`src/rtl/bitram_pkg.sv`:
```
package bitram_pkg;
  localparam int DATA_W     = 8;
  localparam int ADDR_W     = 8;
  localparam int RAM_BYTES  = 128;
  localparam int RAM_AW     = $clog2(RAM_BYTES);
  localparam int BANK_CNT   = 4;
  localparam int BANK_W     = $clog2(BANK_CNT);
  localparam int REG_CNT    = 8;
  localparam int REG_W      = $clog2(REG_CNT);
  localparam int BIT_BASE   = 32;
  localparam int BIT_BYTES  = 16;
  localparam int BIT_AW     = $clog2(BIT_BYTES * DATA_W);
  localparam int POS_W      = $clog2(DATA_W);
  localparam logic [ADDR_W-1:0] SP_INIT = ADDR_W'(7);

  typedef logic [DATA_W-1:0] byte_t;

  typedef enum logic [1:0] {
    BIT_NOP = 2'b00,
    BIT_SET = 2'b01,
    BIT_CLR = 2'b10,
    BIT_PUT = 2'b11
  } bitOp_e;

  // Write strobes handed from control to the datapath
  typedef struct packed {
    logic              byteWe;
    logic [RAM_AW-1:0] byteA;
    byte_t             byteD;
    logic              regWe;
    logic [RAM_AW-1:0] regA;
    byte_t             regD;
    logic              pushWe;
    logic [RAM_AW-1:0] pushA;
    byte_t             pushD;
    logic              bitWe;
    logic [RAM_AW-1:0] bitA;
    logic [POS_W-1:0]  bitPos;
    logic              bitVal;
  } wrStrobes_t;
endpackage

```
`src/rtl/bitram_dpath.sv`:
```
module bitram_dpath
  import bitram_pkg::*;
(
  input  logic              clk,
  input  logic              rstN,
  input  wrStrobes_t        wr,
  input  logic [RAM_AW-1:0] ptrA,
  input  logic [RAM_AW-1:0] byteA,
  input  logic [RAM_AW-1:0] regA,
  input  logic [RAM_AW-1:0] popA,
  input  logic [RAM_AW-1:0] bitA,
  output byte_t             ptrRaw,
  output byte_t             byteRaw,
  output byte_t             regRaw,
  output byte_t             popRaw,
  output byte_t             bitByteRaw
);
  byte_t mem [RAM_BYTES];

  logic [RAM_BYTES-1:0] byteHit;
  logic [RAM_BYTES-1:0] regHit;
  logic [RAM_BYTES-1:0] pushHit;
  logic [RAM_BYTES-1:0] bitHit;

  // one-hot decode of every writer per byte
  for (genvar g = 0; g < RAM_BYTES; g++) begin : g_hit
    assign byteHit[g] = wr.byteWe && (wr.byteA == RAM_AW'(g));
    assign regHit[g]  = wr.regWe  && (wr.regA  == RAM_AW'(g));
    assign pushHit[g] = wr.pushWe && (wr.pushA == RAM_AW'(g));
    assign bitHit[g]  = wr.bitWe  && (wr.bitA  == RAM_AW'(g));
  end

  // fixed priority per byte: byte port, register, push, bit
  always_ff @(posedge clk or negedge rstN) begin
    if (!rstN) begin
      for (int i = 0; i < RAM_BYTES; i++) mem[i] <= '0;
    end else begin
      for (int i = 0; i < RAM_BYTES; i++) begin
        if (byteHit[i])      mem[i] <= wr.byteD;
        else if (regHit[i])  mem[i] <= wr.regD;
        else if (pushHit[i]) mem[i] <= wr.pushD;
        else if (bitHit[i])  mem[i][wr.bitPos] <= wr.bitVal;
      end
    end
  end

  assign ptrRaw     = mem[ptrA];
  assign byteRaw    = mem[byteA];
  assign regRaw     = mem[regA];
  assign popRaw     = mem[popA];
  assign bitByteRaw = mem[bitA];
endmodule

```
`src/rtl/bitram_ctrl.sv`:
```
module bitram_ctrl
  import bitram_pkg::*;
(
  input  logic              clk,
  input  logic              rstN,
  input  logic [ADDR_W-1:0] byteAddr,
  input  logic              byteInd,
  input  logic              byteWrEn,
  input  byte_t             byteWrData,
  input  logic [REG_W-1:0]  regSel,
  input  logic [BANK_W-1:0] bankSel,
  input  logic              bankWrEn,
  input  logic              regWrEn,
  input  byte_t             regWrData,
  input  logic [BIT_AW-1:0] bitAddr,
  input  logic [1:0]        bitOp,
  input  logic              bitWrData,
  input  logic              pushEn,
  input  byte_t             pushData,
  input  logic              popEn,
  input  logic              spLoadEn,
  input  logic [ADDR_W-1:0] spLoadData,
  input  byte_t             ptrRaw,
  input  byte_t             byteRaw,
  input  byte_t             popRaw,
  input  byte_t             bitByteRaw,
  output logic [RAM_AW-1:0] ptrA,
  output logic [RAM_AW-1:0] byteA,
  output logic [RAM_AW-1:0] regA,
  output logic [RAM_AW-1:0] popA,
  output logic [RAM_AW-1:0] bitA,
  output wrStrobes_t        wr,
  output byte_t             byteRdData,
  output logic              bitRdData,
  output byte_t             popData,
  output logic [BANK_W-1:0] curBank,
  output logic [ADDR_W-1:0] spOut
);
  localparam logic [ADDR_W-1:0] RAM_LIMIT  = ADDR_W'(RAM_BYTES);
  localparam logic [RAM_AW-1:0] BIT_BASE_A = RAM_AW'(BIT_BASE);

  logic [BANK_W-1:0] bankQ;
  logic [ADDR_W-1:0] spQ;
  logic [ADDR_W-1:0] spNext;
  logic [ADDR_W-1:0] effAddr;
  logic [ADDR_W-1:0] pushAddr;
  logic              byteOk;
  logic              pushOk;
  logic              popOk;
  logic              takePush;
  logic              takePop;
  logic              bitValNext;
  bitOp_e            op;

  // bank register
  always_ff @(posedge clk or negedge rstN) begin
    if (!rstN)         bankQ <= '0;
    else if (bankWrEn) bankQ <= bankSel;
  end

  // address resolution for the byte and register ports
  assign ptrA    = RAM_AW'({bankQ, REG_W'(byteAddr[0])});
  assign effAddr = byteInd ? ptrRaw : byteAddr;
  assign byteOk  = effAddr < RAM_LIMIT;
  assign byteA   = RAM_AW'(effAddr);
  assign regA    = RAM_AW'({bankQ, regSel});

  // bit window mapping
  assign bitA = BIT_BASE_A + RAM_AW'(bitAddr[BIT_AW-1:POS_W]);
  assign op   = bitOp_e'(bitOp);

  always_comb begin
    unique case (op)
      BIT_SET: bitValNext = 1'b1;
      BIT_CLR: bitValNext = 1'b0;
      BIT_PUT: bitValNext = bitWrData;
      default: bitValNext = 1'b0;
    endcase
  end

  // stack pointer: load beats push, push beats pop
  assign takePush = pushEn && !spLoadEn;
  assign takePop  = popEn && !pushEn && !spLoadEn;
  assign pushAddr = spQ + ADDR_W'(1);
  assign pushOk   = pushAddr < RAM_LIMIT;
  assign popOk    = spQ < RAM_LIMIT;
  assign popA     = RAM_AW'(spQ);

  always_comb begin
    spNext = spQ;
    if (spLoadEn)      spNext = spLoadData;
    else if (takePush) spNext = pushAddr;
    else if (takePop)  spNext = spQ - ADDR_W'(1);
  end

  always_ff @(posedge clk or negedge rstN) begin
    if (!rstN) spQ <= SP_INIT;
    else       spQ <= spNext;
  end

  // strobe bundle to the datapath
  always_comb begin
    wr        = '0;
    wr.byteWe = byteWrEn && byteOk;
    wr.byteA  = byteA;
    wr.byteD  = byteWrData;
    wr.regWe  = regWrEn;
    wr.regA   = regA;
    wr.regD   = regWrData;
    wr.pushWe = takePush && pushOk;
    wr.pushA  = RAM_AW'(pushAddr);
    wr.pushD  = pushData;
    wr.bitWe  = (op != BIT_NOP);
    wr.bitA   = bitA;
    wr.bitPos = bitAddr[POS_W-1:0];
    wr.bitVal = bitValNext;
  end

  // read-side gating
  assign byteRdData = byteOk ? byteRaw : '0;
  assign popData    = popOk ? popRaw : '0;
  assign bitRdData  = bitByteRaw[bitAddr[POS_W-1:0]];
  assign curBank    = bankQ;
  assign spOut      = spQ;
endmodule

```
`src/rtl/bitram_core.sv`:
```
module bitram_core
  import bitram_pkg::*;
(
  input  logic        clk,
  input  logic        rstN,
  input  logic [7:0]  byteAddr,
  input  logic        byteInd,
  input  logic        byteWrEn,
  input  logic [7:0]  byteWrData,
  output logic [7:0]  byteRdData,
  input  logic [2:0]  regSel,
  input  logic [1:0]  bankSel,
  input  logic        bankWrEn,
  output logic [1:0]  curBank,
  input  logic        regWrEn,
  input  logic [7:0]  regWrData,
  output logic [7:0]  regRdData,
  input  logic [6:0]  bitAddr,
  input  logic [1:0]  bitOp,
  input  logic        bitWrData,
  output logic        bitRdData,
  input  logic        pushEn,
  input  logic [7:0]  pushData,
  input  logic        popEn,
  output logic [7:0]  popData,
  input  logic        spLoadEn,
  input  logic [7:0]  spLoadData,
  output logic [7:0]  spOut
);
  wrStrobes_t        wr;
  logic [RAM_AW-1:0] ptrA;
  logic [RAM_AW-1:0] byteA;
  logic [RAM_AW-1:0] regA;
  logic [RAM_AW-1:0] popA;
  logic [RAM_AW-1:0] bitA;
  byte_t             ptrRaw;
  byte_t             byteRaw;
  byte_t             popRaw;
  byte_t             bitByteRaw;

  bitram_ctrl ctrl_i (
    .clk        (clk),
    .rstN       (rstN),
    .byteAddr   (byteAddr),
    .byteInd    (byteInd),
    .byteWrEn   (byteWrEn),
    .byteWrData (byteWrData),
    .regSel     (regSel),
    .bankSel    (bankSel),
    .bankWrEn   (bankWrEn),
    .regWrEn    (regWrEn),
    .regWrData  (regWrData),
    .bitAddr    (bitAddr),
    .bitOp      (bitOp),
    .bitWrData  (bitWrData),
    .pushEn     (pushEn),
    .pushData   (pushData),
    .popEn      (popEn),
    .spLoadEn   (spLoadEn),
    .spLoadData (spLoadData),
    .ptrRaw     (ptrRaw),
    .byteRaw    (byteRaw),
    .popRaw     (popRaw),
    .bitByteRaw (bitByteRaw),
    .ptrA       (ptrA),
    .byteA      (byteA),
    .regA       (regA),
    .popA       (popA),
    .bitA       (bitA),
    .wr         (wr),
    .byteRdData (byteRdData),
    .bitRdData  (bitRdData),
    .popData    (popData),
    .curBank    (curBank),
    .spOut      (spOut)
  );

  bitram_dpath dpath_i (
    .clk        (clk),
    .rstN       (rstN),
    .wr         (wr),
    .ptrA       (ptrA),
    .byteA      (byteA),
    .regA       (regA),
    .popA       (popA),
    .bitA       (bitA),
    .ptrRaw     (ptrRaw),
    .byteRaw    (byteRaw),
    .regRaw     (regRdData),
    .popRaw     (popRaw),
    .bitByteRaw (bitByteRaw)
  );
endmodule

```
`config.mk`:
```
export PLATFORM = sky130hd
export DESIGN_NAME = bitram_core
export DESIGN_NICKNAME = d
export VERILOG_FILES = /design/src/rtl/bitram_pkg.sv /design/src/rtl/bitram_dpath.sv /design/src/rtl/bitram_ctrl.sv /design/src/rtl/bitram_core.sv
export SDC_FILE = /design/constraint.sdc
export NUM_CORES = 2
export LEC_CHECK = 0
export BUFFER_PORTS_ARGS = -buffer_cell sky130_fd_sc_hd__buf_2
export CAP_MARGIN = 10
export CORE_MARGIN = 10
export CORE_UTILIZATION = 45
export CTS_CLUSTER_SIZE = 12
export DETAILED_ROUTE_END_ITERATION = 8
export PLACE_DENSITY = 0.66
export SLEW_MARGIN = 30
export SYNTH_ARGS = -nofsm -noshare
export SYNTH_HDL_FRONTEND = slang
export SYNTH_SLANG_ARGS = --single-unit
export TNS_END_PERCENT = 30
```
`constraint.sdc`:
```
create_clock -name clk -period 4.5 [get_ports clk]
set_clock_uncertainty 0.15 [all_clocks]
set_input_delay 0.45 -clock clk [delete_from_list [all_inputs] [get_ports clk]]
set_output_delay 0.45 -clock clk [all_outputs]
set_load 0.03 [all_outputs]
```
==> report_table.html <==
<table>
<tr><th>Metric</th><th>Value</th></tr>
<tr><th colspan="2">STA</th></tr>
<tr><td>Slew Limit Headroom</td><td>20.9%</td></tr>
<tr><td>Finish-stage setup viols</td><td>17</td></tr>
<tr><td>Setup repair after global routing missed its margin</td><td>yes</td></tr>
<tr><td>Maximum clock frequency</td><td>0.198 GHz</td></tr>
<tr><td>Fraction of the cycle the final worst path needs</td><td>112%</td></tr>
<tr><td>Minimum period implied by the final worst setup slack</td><td>5.04 ns</td></tr>
<tr><td>Count of final hold-check violations</td><td>0</td></tr>
<tr><td>Number of max-slew violations in the final report</td><td>0</td></tr>
<tr><td>Slew @ Worst Pin</td><td>1.19 ns</td></tr>
<tr><td>Setup WS post-layout</td><td>-0.542 ns</td></tr>
<tr><th colspan="2">Layout</th></tr>
<tr><td>Post-route insts no fill</td><td>9,618</td></tr>
<tr><td>Post-layout utilization of the core</td><td>52.7%</td></tr>
<tr><td>Post-layout net count</td><td>7,395</td></tr>
<tr><td>Post-route design area</td><td>85,900 um2</td></tr>
<tr><td>Commonest cells after routing, fill and taps aside</td><td>sky130_fd_sc_hd__dfrtp_1 (1,029), sky130_fd_sc_hd__mux2i_1 (965), sky130_fd_sc_hd__a21oi_1 (886)</td></tr>
<tr><td>Leading cell type in the layout, fill and taps excluded</td><td>sky130_fd_sc_hd__dfrtp_1</td></tr>
<tr><td>Layout cell share with drive strength beyond 1</td><td>27.8%</td></tr>
<tr><td>Number of filler instances in the final layout</td><td>14.3k</td></tr>
<tr><td>Synth-to-layout area growth</td><td>16.2%</td></tr>
<tr><th colspan="2">Clocking</th></tr>
<tr><td>Maximum level of the CTS H-tree</td><td>3</td></tr>
<tr><td>Number of buffers added by the clock tree synthesis step</td><td>120</td></tr>
<tr><td>Clock-pin slew reported for the worst setup and hold paths after clock tree synthesis</td><td>0.06 ns</td></tr>
<tr><td>Clock Root Buffer</td><td>sky130_fd_sc_hd__clkbuf_16</td></tr>
<tr><td>Clock insertion delay at the later pin of the skew report</td><td>0.81 ns</td></tr>
<tr><td>Sinks on Clock Net</td><td>1,034</td></tr>
<tr><td>CTS tree</td><td>yes</td></tr>
<tr><td>Clock Path Buffers</td><td>3</td></tr>
<tr><th colspan="2">Floorplanning</th></tr>
<tr><td>Overall die height</td><td>425 um</td></tr>
<tr><td>Core Area</td><td>163,000 um2</td></tr>
<tr><td>Die width</td><td>425 um</td></tr>
<tr><td>Total I/O pin count</td><td>99</td></tr>
<tr><td>Cell row count</td><td>148</td></tr>
<tr><td>Initial standard-cell utilization of the core</td><td>45.4%</td></tr>
<tr><td>Die footprint</td><td>181,000 um2</td></tr>
<tr><th colspan="2">Pwr</th></tr>
<tr><td>LEAKAGE</td><td>38.0 nW</td></tr>
<tr><td>Pwr per Cell Area</td><td>535 nW/um2</td></tr>
<tr><td>Maximum ir drop on the vdd rail</td><td>0.367 mV</td></tr>
<tr><th colspan="2">Detailed routing</th></tr>
<tr><td>Final ANT Viol Nets</td><td>0</td></tr>
<tr><td>Drt total wl</td><td>331 mm</td></tr>
<tr><td>Number of remaining DRC errors</td><td>0</td></tr>
<tr><td>Vias per inst</td><td>6.96</td></tr>
<tr><td>Number of optimization iterations in the first detailed-route pass</td><td>6</td></tr>
<tr><td>Mean routed wirelength per cell</td><td>34.4 um</td></tr>
<tr><td>Total number of vias</td><td>67.0k</td></tr>
<tr><td>Number of DRC violations after detailed-routing iteration 0</td><td>9,835</td></tr>
<tr><th colspan="2">Global routing</th></tr>
<tr><td>GRT Total Usage</td><td>35.5%</td></tr>
<tr><td>Maximum number of pins on one net before global-route repair</td><td>104</td></tr>
<tr><td>Global-route wire length before repair</td><td>472 mm</td></tr>
<tr><td>Vias in the first global route</td><td>63.6k</td></tr>
<tr><td>Antenna violations before repair</td><td>20</td></tr>
<tr><td>Global route overflow</td><td>0</td></tr>
<tr><th colspan="2">Synth</th></tr>
<tr><td>Number of synthesized register bits</td><td>1,034</td></tr>
<tr><td>Number of warning messages in the yosys log</td><td>0</td></tr>
<tr><td>Count of unique library cells instantiated by Yosys</td><td>79</td></tr>
<tr><td>Mean instance size in the synthesized netlist</td><td>10.3 um2</td></tr>
<tr><td>Share of the yosys chip area belonging to registers</td><td>35.0%</td></tr>
<tr><td>Mapped Nets</td><td>7,243</td></tr>
<tr><td>Synth Instances</td><td>7,173</td></tr>
<tr><td>Cell taking the most area after synthesis</td><td>sky130_fd_sc_hd__dfrtp_1</td></tr>
<tr><td>Post-Synthesis Cell Area</td><td>73,900 um2</td></tr>
<tr><td>Top area cells in the synthesized netlist</td><td>sky130_fd_sc_hd__dfrtp_1 (35%), sky130_fd_sc_hd__mux4_2 (21%), sky130_fd_sc_hd__mux2i_1 (13%), sky130_fd_sc_hd__a21oi_1 (6.0%), sky130_fd_sc_hd__nor2_1 (4.3%)</td></tr>
<tr><td>Most used flip-flop cell after synthesis</td><td>sky130_fd_sc_hd__dfrtp_1</td></tr>
<tr><td>Number of flops mapped to enable cells by yosys</td><td>0</td></tr>
<tr><td>Share of flip-flops with an asynchronous set or reset</td><td>100%</td></tr>
<tr><td>Share of the synthesized area in the top cell type</td><td>34.9%</td></tr>
<tr><th colspan="2">Critical path</th></tr>
<tr><td>Required time at the endpoint of the critical path</td><td>3.90 ns</td></tr>
<tr><td>List of cells traversed by the critical path</td><td>buf_6, mux2i_1, o221a_1, a21oi_4, buf_12, buf_16, buf_4, mux4_2, a22oi_1, a21oi_2, a211oi_4, a211oi_4, buf_6</td></tr>
<tr><td>Sort of element at the end of the critical path</td><td>output port</td></tr>
<tr><td>Data arrival time of the worst path</td><td>4.44 ns</td></tr>
<tr><td>Max incr delay on CP</td><td>0.51 ns</td></tr>
<tr><td>Cell class contributing the biggest share of worst-path delay</td><td>compound AO/OA/AOI/OAI gates</td></tr>
<tr><td>Slowest stage cell on the critical path</td><td>sky130_fd_sc_hd__mux4_2</td></tr>
<tr><td>Worst Setup Path Type</td><td>reg -&gt; out</td></tr>
<tr><td>Sort of element at the start of the critical path</td><td>flop</td></tr>
<tr><td>Max Fanout on Critical Path</td><td>9</td></tr>
<tr><td>Crit path buf inv count</td><td>5</td></tr>
<tr><th colspan="2">Min path</th></tr>
<tr><td>Hold/Removal Path Class</td><td>in -&gt; reg</td></tr>
<tr><th colspan="2">Run status</th></tr>
<tr><td>Run status</td><td>finished, violations left</td></tr>
<tr><td>Violations in the final reports</td><td>setup timing</td></tr>
<tr><th colspan="2">Placement</th></tr>
<tr><td>Final weighted congestion of routability-driven global placement</td><td>1.07</td></tr>
<tr><td>Pre-CTS setup slack</td><td>-0.493 ns</td></tr>
<tr><td>Placed Cells</td><td>9,273</td></tr>
<tr><td>Placed wire-length estimate after detailed placement</td><td>228 mm</td></tr>
<tr><td>Area post-placement</td><td>79,600 um2</td></tr>
<tr><td># port buffers</td><td>98</td></tr>
<tr><th colspan="2">Flow run</th></tr>
<tr><td>Max-Cap Viols</td><td>0</td></tr>
</table>
-- cells by family after synthesis --
| group | share of synthesized area (%) |
|---|---|
| mux | 37.7 |
| flops | 35.0 |
| buf+inv | 4.05 |
| compound gates | 12.2 |
| xor+xnor | 0.107 |
| fa+ha+maj | 0.102 |
| simple gates | 10.8 |
-- cells in the mapped netlist, drive strengths merged (32+ instances only) --
library cell	n
dfrtp	1031
mux2i	973
nor2	895
a21oi	892
mux4	686
nand2	681
clkbuf	507
o21ai	459
mux2	240
buf	202
nand3	86
nand4	80
nor3	52
a22oi	49
o311ai	48
o22ai	32
-- worst min-delay path: stages --
cell                      delay (ns)
sky130_fd_sc_hd__buf_6          0.23
sky130_fd_sc_hd__nor2_1         0.18
sky130_fd_sc_hd__a21oi_1        0.05
-- flip-flops by register name, summed over array words and instances (netlist names) --
signal          flops
ctrl_i.curBank      2
ctrl_i.spOut        8
dpath_i.mem      1024
-- per-stage QoR --
step / hold WS (ns) / total power, W / setup TNS [ns]
after floorplan: 0.00441 / 0.0260 / 0
after global placement: 0.409 / 0.0334 / -1.72
after detailed placement: 0.431 / 0.0339 / -1.63
after CTS: 0.0129 / 0.0447 / -6.28
after global routing: 0.0286 / 0.0472 / -6.93
final: 0.0269 / 0.0459 / -7.11
-- routing by layer --
| layer | track usage [%] | share of wire, % |
|---|---|---|
| met1 | 44.6 | 35 |
| met2 | 52.3 | 43 |
| met3 | 11.8 | 13 |
| met4 | 22.8 | 8.6 |
| met5 | 0 | 0.045 |
-- where the power goes --
part | total (W) | internal [W] | switching (W)
registers | 0.0160 | 0.0124 | 0.00353
clock network | 0.0102 | 0.00586 | 0.00438
logic | 0.0197 | 0.00958 | 0.0101
-- final timing paths --
check | start | to | slack (ns) | cells past startpoint
min in group asynchronous | rstN | dpath_i.mem[859] | 0.04 | 2
max in group asynchronous | rstN | dpath_i.mem[703] | 2.79 | 4
worst min register to register | dpath_i.mem[417] | dpath_i.mem[417] | 0.44 | 2
worst max register to register | ctrl_i.spOut[0] | dpath_i.mem[366] | -0.05 | 12
worst max-delay path | ctrl_i.curBank[0] | byteRdData[5] | -0.54 | 13
worst min-delay path | byteWrData[2] | dpath_i.mem[554] | 0.03 | 3
-- what timing repair did --
| item | in CTS | in global routing |
|---|---|---|
| endpoints found under the hold margin | 79 | 0 |
| setup endpoints to repair | 16 | 27 |
| hold buffers | 26 | 0 |
| buffers inserted | 27 | 47 |
| cloned | 6 | 6 |
| pin swaps | 37 | 38 |
| resized for setup | 154 | 82 |
-- final cells by class --
type | instances | area, um2 | share of cell area, %
Inverter | 17 | 63.8 | 0.0743
Clock buffer | 183 | 3660 | 4.26
Multi-Input combinational cell | 5413 | 45800 | 53.4
Antenna cell | 20 | 50.0 | 0.0583
Tap cell | 2175 | 2720 | 3.17
Timing Repair Buffer | 739 | 7290 | 8.49
Clock inverter | 37 | 383 | 0.446
Sequential cell | 1034 | 25900 | 30.1
Power figures use the tool's default switching activity.
